## src/rtl/xw_pkg.sv

```systemverilog
package xw_pkg;

    localparam int VA_W   = 32;
    localparam int ENT_W  = 32;
    localparam int OFF_W  = 12;
    localparam int PPN_W  = ENT_W - 8;
    localparam int PA_W   = PPN_W + OFF_W;

    localparam int RGN_LO = 24;
    localparam int SEG_LO = 18;
    localparam int PG_LO  = OFF_W;

    localparam int B_CACHE = 7;
    localparam int B_MOD   = 6;
    localparam int B_REF   = 5;

    localparam logic [1:0] TY_INVALID = 2'd0;
    localparam logic [1:0] TY_DESC    = 2'd1;
    localparam logic [1:0] TY_LEAF    = 2'd2;
    localparam logic [1:0] TY_RSVD    = 2'd3;

    localparam logic [1:0] ACC_WRITE = 2'd1;
    localparam logic [1:0] ACC_EXEC  = 2'd2;

    typedef enum logic [2:0] {
        S_IDLE,
        S_CTX,
        S_RGN,
        S_SEG,
        S_PAGE,
        S_UPDATE
    } walk_state_e;

    typedef enum logic [1:0] {
        FK_INVALID   = 2'd0,
        FK_RESERVED  = 2'd1,
        FK_MISPLACED = 2'd2,
        FK_PROT      = 2'd3
    } fault_kind_e;

    // Classify an entry whose type is not the one the current level expects.
    function automatic fault_kind_e type_fault(input logic [1:0] ty);
        fault_kind_e k;
        unique case (ty)
            TY_INVALID: k = FK_INVALID;
            TY_RSVD:    k = FK_RESERVED;
            default:    k = FK_MISPLACED;
        endcase
        return k;
    endfunction

endpackage

```

## src/rtl/xw_addr_gen.sv

```systemverilog
module xw_addr_gen
    import xw_pkg::*;
#(
    parameter int CTX_W = 8
) (
    input  logic [1:0]       level,
    input  logic [VA_W-1:0]  va,
    input  logic [ENT_W-1:0] ctx_ptr,
    input  logic [CTX_W-1:0] ctx_num,
    input  logic [ENT_W-1:0] desc,
    output logic [PA_W-1:0]  addr
);
    localparam int BASE_SH = PA_W - ENT_W;

    logic [ENT_W-1:0] base_src;
    logic [PA_W-1:0]  word_idx;

    always_comb begin
        base_src = desc;
        word_idx = '0;
        unique case (level)
            2'd0: begin
                base_src = ctx_ptr;
                word_idx = PA_W'(ctx_num);
            end
            2'd1:    word_idx = PA_W'(va[VA_W-1:RGN_LO]);
            2'd2:    word_idx = PA_W'(va[RGN_LO-1:SEG_LO]);
            default: word_idx = PA_W'(va[SEG_LO-1:PG_LO]);
        endcase
    end

    // Table base: pointer with the type bits cleared, widened to a byte address.
    always_comb begin
        addr = {(base_src & ~ENT_W'(3)), BASE_SH'(0)} + (word_idx << 2);
    end

endmodule

```

## src/rtl/xw_perm_check.sv

```systemverilog
module xw_perm_check
    import xw_pkg::*;
(
    input  logic [2:0] code,
    input  logic       user,
    input  logic [1:0] kind,
    output logic       allow
);
    // Rights vectors: bit 2 read, bit 1 write, bit 0 execute.
    logic [2:0] usr_rwx;
    logic [2:0] sup_rwx;
    logic [2:0] need;

    always_comb begin
        unique case (code)
            3'd0: begin usr_rwx = 3'b100; sup_rwx = 3'b100; end
            3'd1: begin usr_rwx = 3'b110; sup_rwx = 3'b110; end
            3'd2: begin usr_rwx = 3'b101; sup_rwx = 3'b101; end
            3'd3: begin usr_rwx = 3'b111; sup_rwx = 3'b111; end
            3'd4: begin usr_rwx = 3'b001; sup_rwx = 3'b001; end
            3'd5: begin usr_rwx = 3'b100; sup_rwx = 3'b110; end
            3'd6: begin usr_rwx = 3'b000; sup_rwx = 3'b101; end
            default: begin usr_rwx = 3'b000; sup_rwx = 3'b111; end
        endcase

        unique case (kind)
            ACC_WRITE: need = 3'b010;
            ACC_EXEC:  need = 3'b001;
            default:   need = 3'b100;
        endcase

        allow = |(need & (user ? usr_rwx : sup_rwx));
    end

endmodule

```

## src/rtl/xw_entry_update.sv

```systemverilog
module xw_entry_update
    import xw_pkg::*;
(
    input  logic [ENT_W-1:0] entry,
    input  logic             is_write,
    output logic [ENT_W-1:0] entry_new,
    output logic             changed
);
    always_comb begin
        entry_new        = entry;
        entry_new[B_REF] = 1'b1;
        if (is_write) begin
            entry_new[B_MOD] = 1'b1;
        end
        changed = (entry_new != entry);
    end

endmodule

```

## src/rtl/xlat_walker.sv

```systemverilog
module xlat_walker
    import xw_pkg::*;
#(
    parameter int CTX_W = 8
) (
    input  logic              clk,
    input  logic              rst_n,
    input  logic              start,
    input  logic [31:0]       va,
    input  logic [1:0]        acc_kind,
    input  logic              user_mode,
    input  logic [31:0]       ctx_ptr,
    input  logic [CTX_W-1:0]  ctx_num,
    output logic              busy,
    output logic              mem_req,
    output logic              mem_we,
    output logic [35:0]       mem_addr,
    output logic [31:0]       mem_wdata,
    input  logic [31:0]       mem_rdata,
    input  logic              mem_ack,
    output logic              walk_done,
    output logic              walk_fault,
    output logic [1:0]        fault_level,
    output logic [1:0]        fault_kind,
    output logic [35:0]       phys_addr,
    output logic              cacheable
);

    walk_state_e state, nxt;

    logic [VA_W-1:0]  va_q;
    logic [ENT_W-1:0] ptr_q;
    logic [CTX_W-1:0] ctx_q;
    logic [1:0]       kind_q;
    logic             user_q;
    logic [ENT_W-1:0] desc_q;
    logic [ENT_W-1:0] pte_q;

    logic [1:0]       lvl;
    logic [1:0]       ety;
    logic             allow;
    logic [ENT_W-1:0] upd_pte;
    logic             upd_chg;
    logic [PA_W-1:0]  gen_addr;

    logic             fire_done;
    logic             fire_fault;
    logic             load_desc;
    logic             load_pte;
    fault_kind_e      fk;

    logic [PPN_W-1:0] res_ppn;
    logic             res_c;

    // Table level addressed by the current state.
    always_comb begin
        unique case (state)
            S_CTX:   lvl = 2'd0;
            S_RGN:   lvl = 2'd1;
            S_SEG:   lvl = 2'd2;
            default: lvl = 2'd3;
        endcase
    end

    xw_addr_gen #(.CTX_W(CTX_W)) u_addr (
        .level   (lvl),
        .va      (va_q),
        .ctx_ptr (ptr_q),
        .ctx_num (ctx_q),
        .desc    (desc_q),
        .addr    (gen_addr)
    );

    xw_perm_check u_perm (
        .code  (mem_rdata[4:2]),
        .user  (user_q),
        .kind  (kind_q),
        .allow (allow)
    );

    xw_entry_update u_upd (
        .entry     (mem_rdata),
        .is_write  (kind_q == ACC_WRITE),
        .entry_new (upd_pte),
        .changed   (upd_chg)
    );

    // Next-state and event decode.
    always_comb begin
        nxt        = state;
        fire_done  = 1'b0;
        fire_fault = 1'b0;
        fk         = FK_INVALID;
        load_desc  = 1'b0;
        load_pte   = 1'b0;
        ety        = mem_rdata[1:0];
        unique case (state)
            S_IDLE: begin
                if (start) nxt = S_CTX;
            end
            S_CTX, S_RGN, S_SEG: begin
                if (mem_ack) begin
                    if (ety == TY_DESC) begin
                        load_desc = 1'b1;
                        if (state == S_CTX)      nxt = S_RGN;
                        else if (state == S_RGN) nxt = S_SEG;
                        else                     nxt = S_PAGE;
                    end else begin
                        fire_fault = 1'b1;
                        fk         = type_fault(ety);
                        nxt        = S_IDLE;
                    end
                end
            end
            S_PAGE: begin
                if (mem_ack) begin
                    if (ety != TY_LEAF) begin
                        fire_fault = 1'b1;
                        fk         = type_fault(ety);
                        nxt        = S_IDLE;
                    end else if (!allow) begin
                        fire_fault = 1'b1;
                        fk         = FK_PROT;
                        nxt        = S_IDLE;
                    end else if (upd_chg) begin
                        load_pte = 1'b1;
                        nxt      = S_UPDATE;
                    end else begin
                        fire_done = 1'b1;
                        nxt       = S_IDLE;
                    end
                end
            end
            S_UPDATE: begin
                if (mem_ack) begin
                    fire_done = 1'b1;
                    nxt       = S_IDLE;
                end
            end
            default: nxt = S_IDLE;
        endcase
    end

    // State register and walk context.
    always_ff @(posedge clk) begin
        if (!rst_n) begin
            state  <= S_IDLE;
            va_q   <= '0;
            ptr_q  <= '0;
            ctx_q  <= '0;
            kind_q <= '0;
            user_q <= 1'b0;
            desc_q <= '0;
            pte_q  <= '0;
        end else begin
            state <= nxt;
            if (state == S_IDLE && start) begin
                va_q   <= va;
                ptr_q  <= ctx_ptr;
                ctx_q  <= ctx_num;
                kind_q <= acc_kind;
                user_q <= user_mode;
            end
            if (load_desc) desc_q <= mem_rdata;
            if (load_pte)  pte_q  <= upd_pte;
        end
    end

    // Translation source: the written-back entry, or the updated read data.
    always_comb begin
        if (state == S_UPDATE) begin
            res_ppn = pte_q[ENT_W-1:8];
            res_c   = pte_q[B_CACHE];
        end else begin
            res_ppn = upd_pte[ENT_W-1:8];
            res_c   = upd_pte[B_CACHE];
        end
    end

    // Registered completion outputs.
    always_ff @(posedge clk) begin
        if (!rst_n) begin
            walk_done   <= 1'b0;
            walk_fault  <= 1'b0;
            fault_level <= '0;
            fault_kind  <= '0;
            phys_addr   <= '0;
            cacheable   <= 1'b0;
        end else begin
            walk_done  <= fire_done;
            walk_fault <= fire_fault;
            if (fire_done) begin
                phys_addr <= {res_ppn, va_q[OFF_W-1:0]};
                cacheable <= res_c;
            end
            if (fire_fault) begin
                fault_level <= lvl;
                fault_kind  <= fk;
            end
        end
    end

    // Memory port outputs.
    always_comb begin
        busy      = (state != S_IDLE);
        mem_req   = (state != S_IDLE);
        mem_we    = (state == S_UPDATE);
        mem_addr  = gen_addr;
        mem_wdata = pte_q;
    end

    // a pending request holds its address and direction until acknowledged.
    p_req_hold_r9: assert property (@(posedge clk) disable iff (!rst_n)
        (mem_req && !mem_ack) |=> (mem_req && $stable(mem_addr) && $stable(mem_we)));

    // completion flags are single-cycle pulses.
    p_done_pulse_r11: assert property (@(posedge clk) disable iff (!rst_n)
        (walk_done || walk_fault) |=> !(walk_done || walk_fault));

    // success and fault never coincide, and the walker is idle then.
    p_done_excl_r11: assert property (@(posedge clk) disable iff (!rst_n)
        (walk_done || walk_fault) |-> (!(walk_done && walk_fault) && !busy));

    // any write-back carries the referenced flag.
    p_wb_ref_r8: assert property (@(posedge clk) disable iff (!rst_n)
        (mem_req && mem_we) |-> mem_wdata[B_REF]);

    // protection faults come only from the page level.
    p_prot_level_r6: assert property (@(posedge clk) disable iff (!rst_n)
        (walk_fault && fault_kind == FK_PROT) |-> (fault_level == 2'd3));

    // the byte offset passes through untouched.
    p_offset_r7: assert property (@(posedge clk) disable iff (!rst_n)
        walk_done |-> (phys_addr[OFF_W-1:0] == va_q[OFF_W-1:0]));

endmodule

```

## config.mk

```make
export PLATFORM = sky130hd
export DESIGN_NAME = xlat_walker
export DESIGN_NICKNAME = d
export VERILOG_FILES = /design/src/rtl/xw_pkg.sv /design/src/rtl/xw_addr_gen.sv /design/src/rtl/xw_perm_check.sv /design/src/rtl/xw_entry_update.sv /design/src/rtl/xlat_walker.sv
export SDC_FILE = /design/constraint.sdc
export NUM_CORES = 1
export LEC_CHECK = 0
export ABC_AREA = 1
export BUFFER_PORTS_ARGS = -buffer_cell sky130_fd_sc_hd__buf_2
export CORE_AREA = 5 5 132 134
export CTS_CLUSTER_DIAMETER = 150
export DETAILED_ROUTE_END_ITERATION = 12
export DIE_AREA = 0 0 137 139
export GPL_TIMING_DRIVEN = 0
export PLACE_DENSITY = 0.84
export SYNTH_ARGS = -nofsm -noshare
export SYNTH_HDL_FRONTEND = slang
export SYNTH_SLANG_ARGS = --single-unit
```

## constraint.sdc

```tcl
create_clock -name clk -period 7.5 [get_ports clk]
set_input_delay 1.5 -clock clk [delete_from_list [all_inputs] [get_ports clk]]
set_output_delay 1.5 -clock clk [all_outputs]
set_load 0.03 [all_outputs]
```

==> results by group <==
Placement
  – # port buffers: roughly 220
  – Instance area after placement: around 10000 µm²
  – Final RePlAce weighted congestion: 0.921
  – Final HPWL DP: 21.4 mm

Drt
  – Vias: 9275
  – First drt pass iteration count: 7
  – Met2 wire length: 12.3 mm
  – M1 WL: 11.5 mm
  – Detailed-route wire length: 27.6 mm
  – Drt wl/cell: around 16 µm
  – Final ANT Viol Nets: 0
  – DRT iter0 DRCs: 715
  – Max Used Layer: met5
  – Met3 WL: 2.77 mm
  – DR vias/cell: 5.30
  – DR DRC count: 0

Run status
  – Status: finished, final reports clean

Critical path
  – FF-to-FF End: mem_wdata[3]
  – Setup slack, reg-to-reg: 4950 ps
  – Slowest CP cell: nor3_1
  – Worst-path cell chain: inv_2 > nor3_1 > inv_1 > o21ai_0 > a221oi_1 > a21oi_1 > inv_1 > fa_1 > inv_1 > a31oi_1 > nor3_1 > nand4_1 > xnor2_1 > buf_2
  – Reg-to-Reg Start: kind_q[0]
  – Kind of critical path: reg -> out
  – CP Max Fanout: 7
  – Arr. time, crit path: between 4000 and 5000 ps
  – Startpoint types: flop
  – Crit end category: output port
  – Worst Path Buf+Inv: 5
  – Critical path data required time: 6000 ps
  – CP max stage delay: 680 ps
  – CP top delay family: simple AND/OR/NAND/NOR gates
  – Critical path's most frequent cell: inv_1
  – Worst path depth: 14
  – Cells on worst reg2reg path: 13

Floorplanning
  – Die area: around 19000 µm²
  – Placeable Area: 16200 µm²
  – Initial Util: between 50 and 60%
  – Die height: 139 µm
  – I/O pin total: 225
  – Die width: 137 µm
  – FP Rows: 47

GRT
  – Grt total ovfl: 0
  – GRT Util Overall: 28.4%
  – First-pass GRT wire length: 43.0 mm
  – Number of global-route vias before repair: 8620
  – Initial antenna violation count: 2
  – Largest net degree at the start of global routing: 17

Worst hold path
  – Hold depth: 2
  – Min-delay src: ptr_q[4]
  – HP Class: reg -> reg
  – Hold Path Sink: ptr_q[4]

Yosys
  – Seq cells post-synth: 181
  – Mapped Area: 8670 µm²
  – Share of the synthesized area in the top cell type: between 40% and 50%
  – Register area share after synthesis: 41.8%
  – Most frequent cell after synthesis: nand2_1
  – Area leader, netlist: dfxtp_1
  – Ranking of synthesized cells by area: dfxtp_1 42%, nand2_1 11%, nor2_1 9.8%
  – Mapped Avg Cell Area: 6.80 µm²
  – Syn Inst Count: roughly 1300
  – Ys async rst share: 0%
  – Yosys cell types: 39
  – Synthesis Warnings: 0
  – Most frequent cells after synthesis: 262 x nand2_1, 226 x nor2_1, 181 x dfxtp_1, 129 x o21ai_0, 124 x inv_1
  – Predominant post-synthesis flop cell: dfxtp_1
  – Post-synth EDFFs: 0

STA
  – Worst slew pin tran: 872 ps
  – Final hold slack: 446 ps
  – Slew Limit Fails: 0
  – RSZ-0062 raised after global routing: no
  – Final Cycle Share: 77.5%
  – Peak Freq: 0.172 GHz
  – Max Clock Skew: about 8 ps
  – Rel. slew slack: between 40% and 50%
  – Fin. Hold Viols: 0
  – Setup violators final: 0
  – Setup TNS: 0 ps
  – Tmin final: 5820 ps

Clocking
  – CTS buffer count: 17
  – Post-CTS sizing: 0
  – Clock sink count: 181
  – Cts-stage hold buffer count: 0
  – CTS tree: built
  – Clock Path Buffers: 2
  – Worst-Skew Late Latency: 430 ps
  – Root Driver: clkbuf_16
  – Clock-pin slew on the worst setup and hold paths: roughly 70 ps
  – Total setup buffers inserted after CTS: 0
  – H-tree Lvls: 4

Finish
  – FILL cells: 1444
  – Fin area: 10600 µm²
  – Nets: 1644
  – Area growth syn-to-layout: 22.7%
  – Share of cells above drive strength 1: 20.0%

Power
  – Pleak: roughly 5.1 nW
  – Pwr Density: 297 nW/µm²
  – Maximum vdd ir drop: 0.172 mV

Flow run
  – Max_cap viols: 0
worst reg2reg max path: stages (launching register included):
cell and delay, ps:
dfxtp_1 330, inv_1 60, ha_1 310, inv_1 60
a21oi_1 110, nand2_1 60, nand3_1 60, nand2_1 50
nand2_1 130, nand4_1 150, nor2_1 480, clkbuf_1 410
o21ai_0 170, nor2_1 120
cell type report:
type	count	area (µm²)	share of cell area, %
clock inverters	14	150	1.41
well taps	220	275	2.59
plain buffers	71	314	2.95
flip-flops and latches	181	3620	34.1
diodes	1	2.50	0.0235
inverters	135	507	4.76
multi-input cells	890	4230	39.8
repair buffers	219	1100	10.3
clock buffers	18	439	4.13
sequential cells by signal, indices dropped and copies added (netlist names), 2 cells and up:
signal and cells:
ctx_q 8, desc_q 30, fault_kind 2, fault_level 2, kind_q 2, mem_wdata 32, phys_addr 36, ptr_q 30
state 3, va_q 32
worst max path at each step:
stage	startpoint	to	slack, ps
after floorplan	state[1]	mem_addr[28]	2800
after global placement	state[1]	mem_addr[28]	2270
after detailed placement	state[1]	mem_addr[28]	2260
after CTS	state[1]	mem_addr[28]	1800
after global routing	state[1]	mem_addr[28]	1540
final	state[1]	mem_addr[28]	1680
cell usage in the layout, fill, tap and decap left out, types with 2 or more instances in the layout:
cell / instances
nand2_1: 262
buf_2: 227
nor2_1: 226
dfxtp_1: 181
o21ai_0: 129
inv_1: 124
a21oi_1: 103
clkbuf_1: 54
nand3_1: 48
xor2_1: 17
ha_1: 17
clkbuf_16: 17
o21ai_1: 16
inv_2: 10
o21ai_2: 10
nor3_1: 9
nor2_2: 7
buf_4: 6
xnor2_1: 6
nand4_1: 6
nand3b_1: 4
nor2_4: 3
o22ai_1: 3
a22oi_1: 3
inv_6: 3
clkinv_4: 3
clkinv_2: 3
clkinvlp_4: 3
a31oi_1: 2
buf_6: 2
nand2_2: 2
a221oi_1: 2
nand3_2: 2
nor3_2: 2
o2111ai_1: 2
o211ai_1: 2
conb_1: 2
bufinv_16: 2
metal layers:
metal / vias to the layer above / track usage, %
met1: 4207 / 38.4
met3: 75 / 5.99
li1: 4522 / -
met5: - / 0
met4: 2 / 11.7
met2: 469 / 44.0
power by group:
group          switching, W  internal, W  total [W]
clock network      0.000392     0.000503   0.000895
registers         0.0000588      0.00108    0.00114
logic              0.000801     0.000321    0.00112
through the flow:
stage          worst slack (ps)  cells  power (W)  util [%]
5_1_grt                    1540   1749    0.00331      65.8
6_report                   1680   1749    0.00316      65.8
3_5_place_dp               2260   1716    0.00226      62.1
4_1_cts                    1800   1748    0.00314      65.8
3_3_place_gp               2270   1716    0.00223      62.1
2_1_floorplan              2800   1277    0.00192         -
logic make-up after synthesis:
kind of cell    share of synthesized area [%]
compound gates                           16.6
xor+xnor                                 2.32
fa+ha+maj                                2.68
buf+inv                                  9.46
flops                                    41.8
other cells                            0.0432
simple gates                             27.1
(Power assumes the default switching activity.)
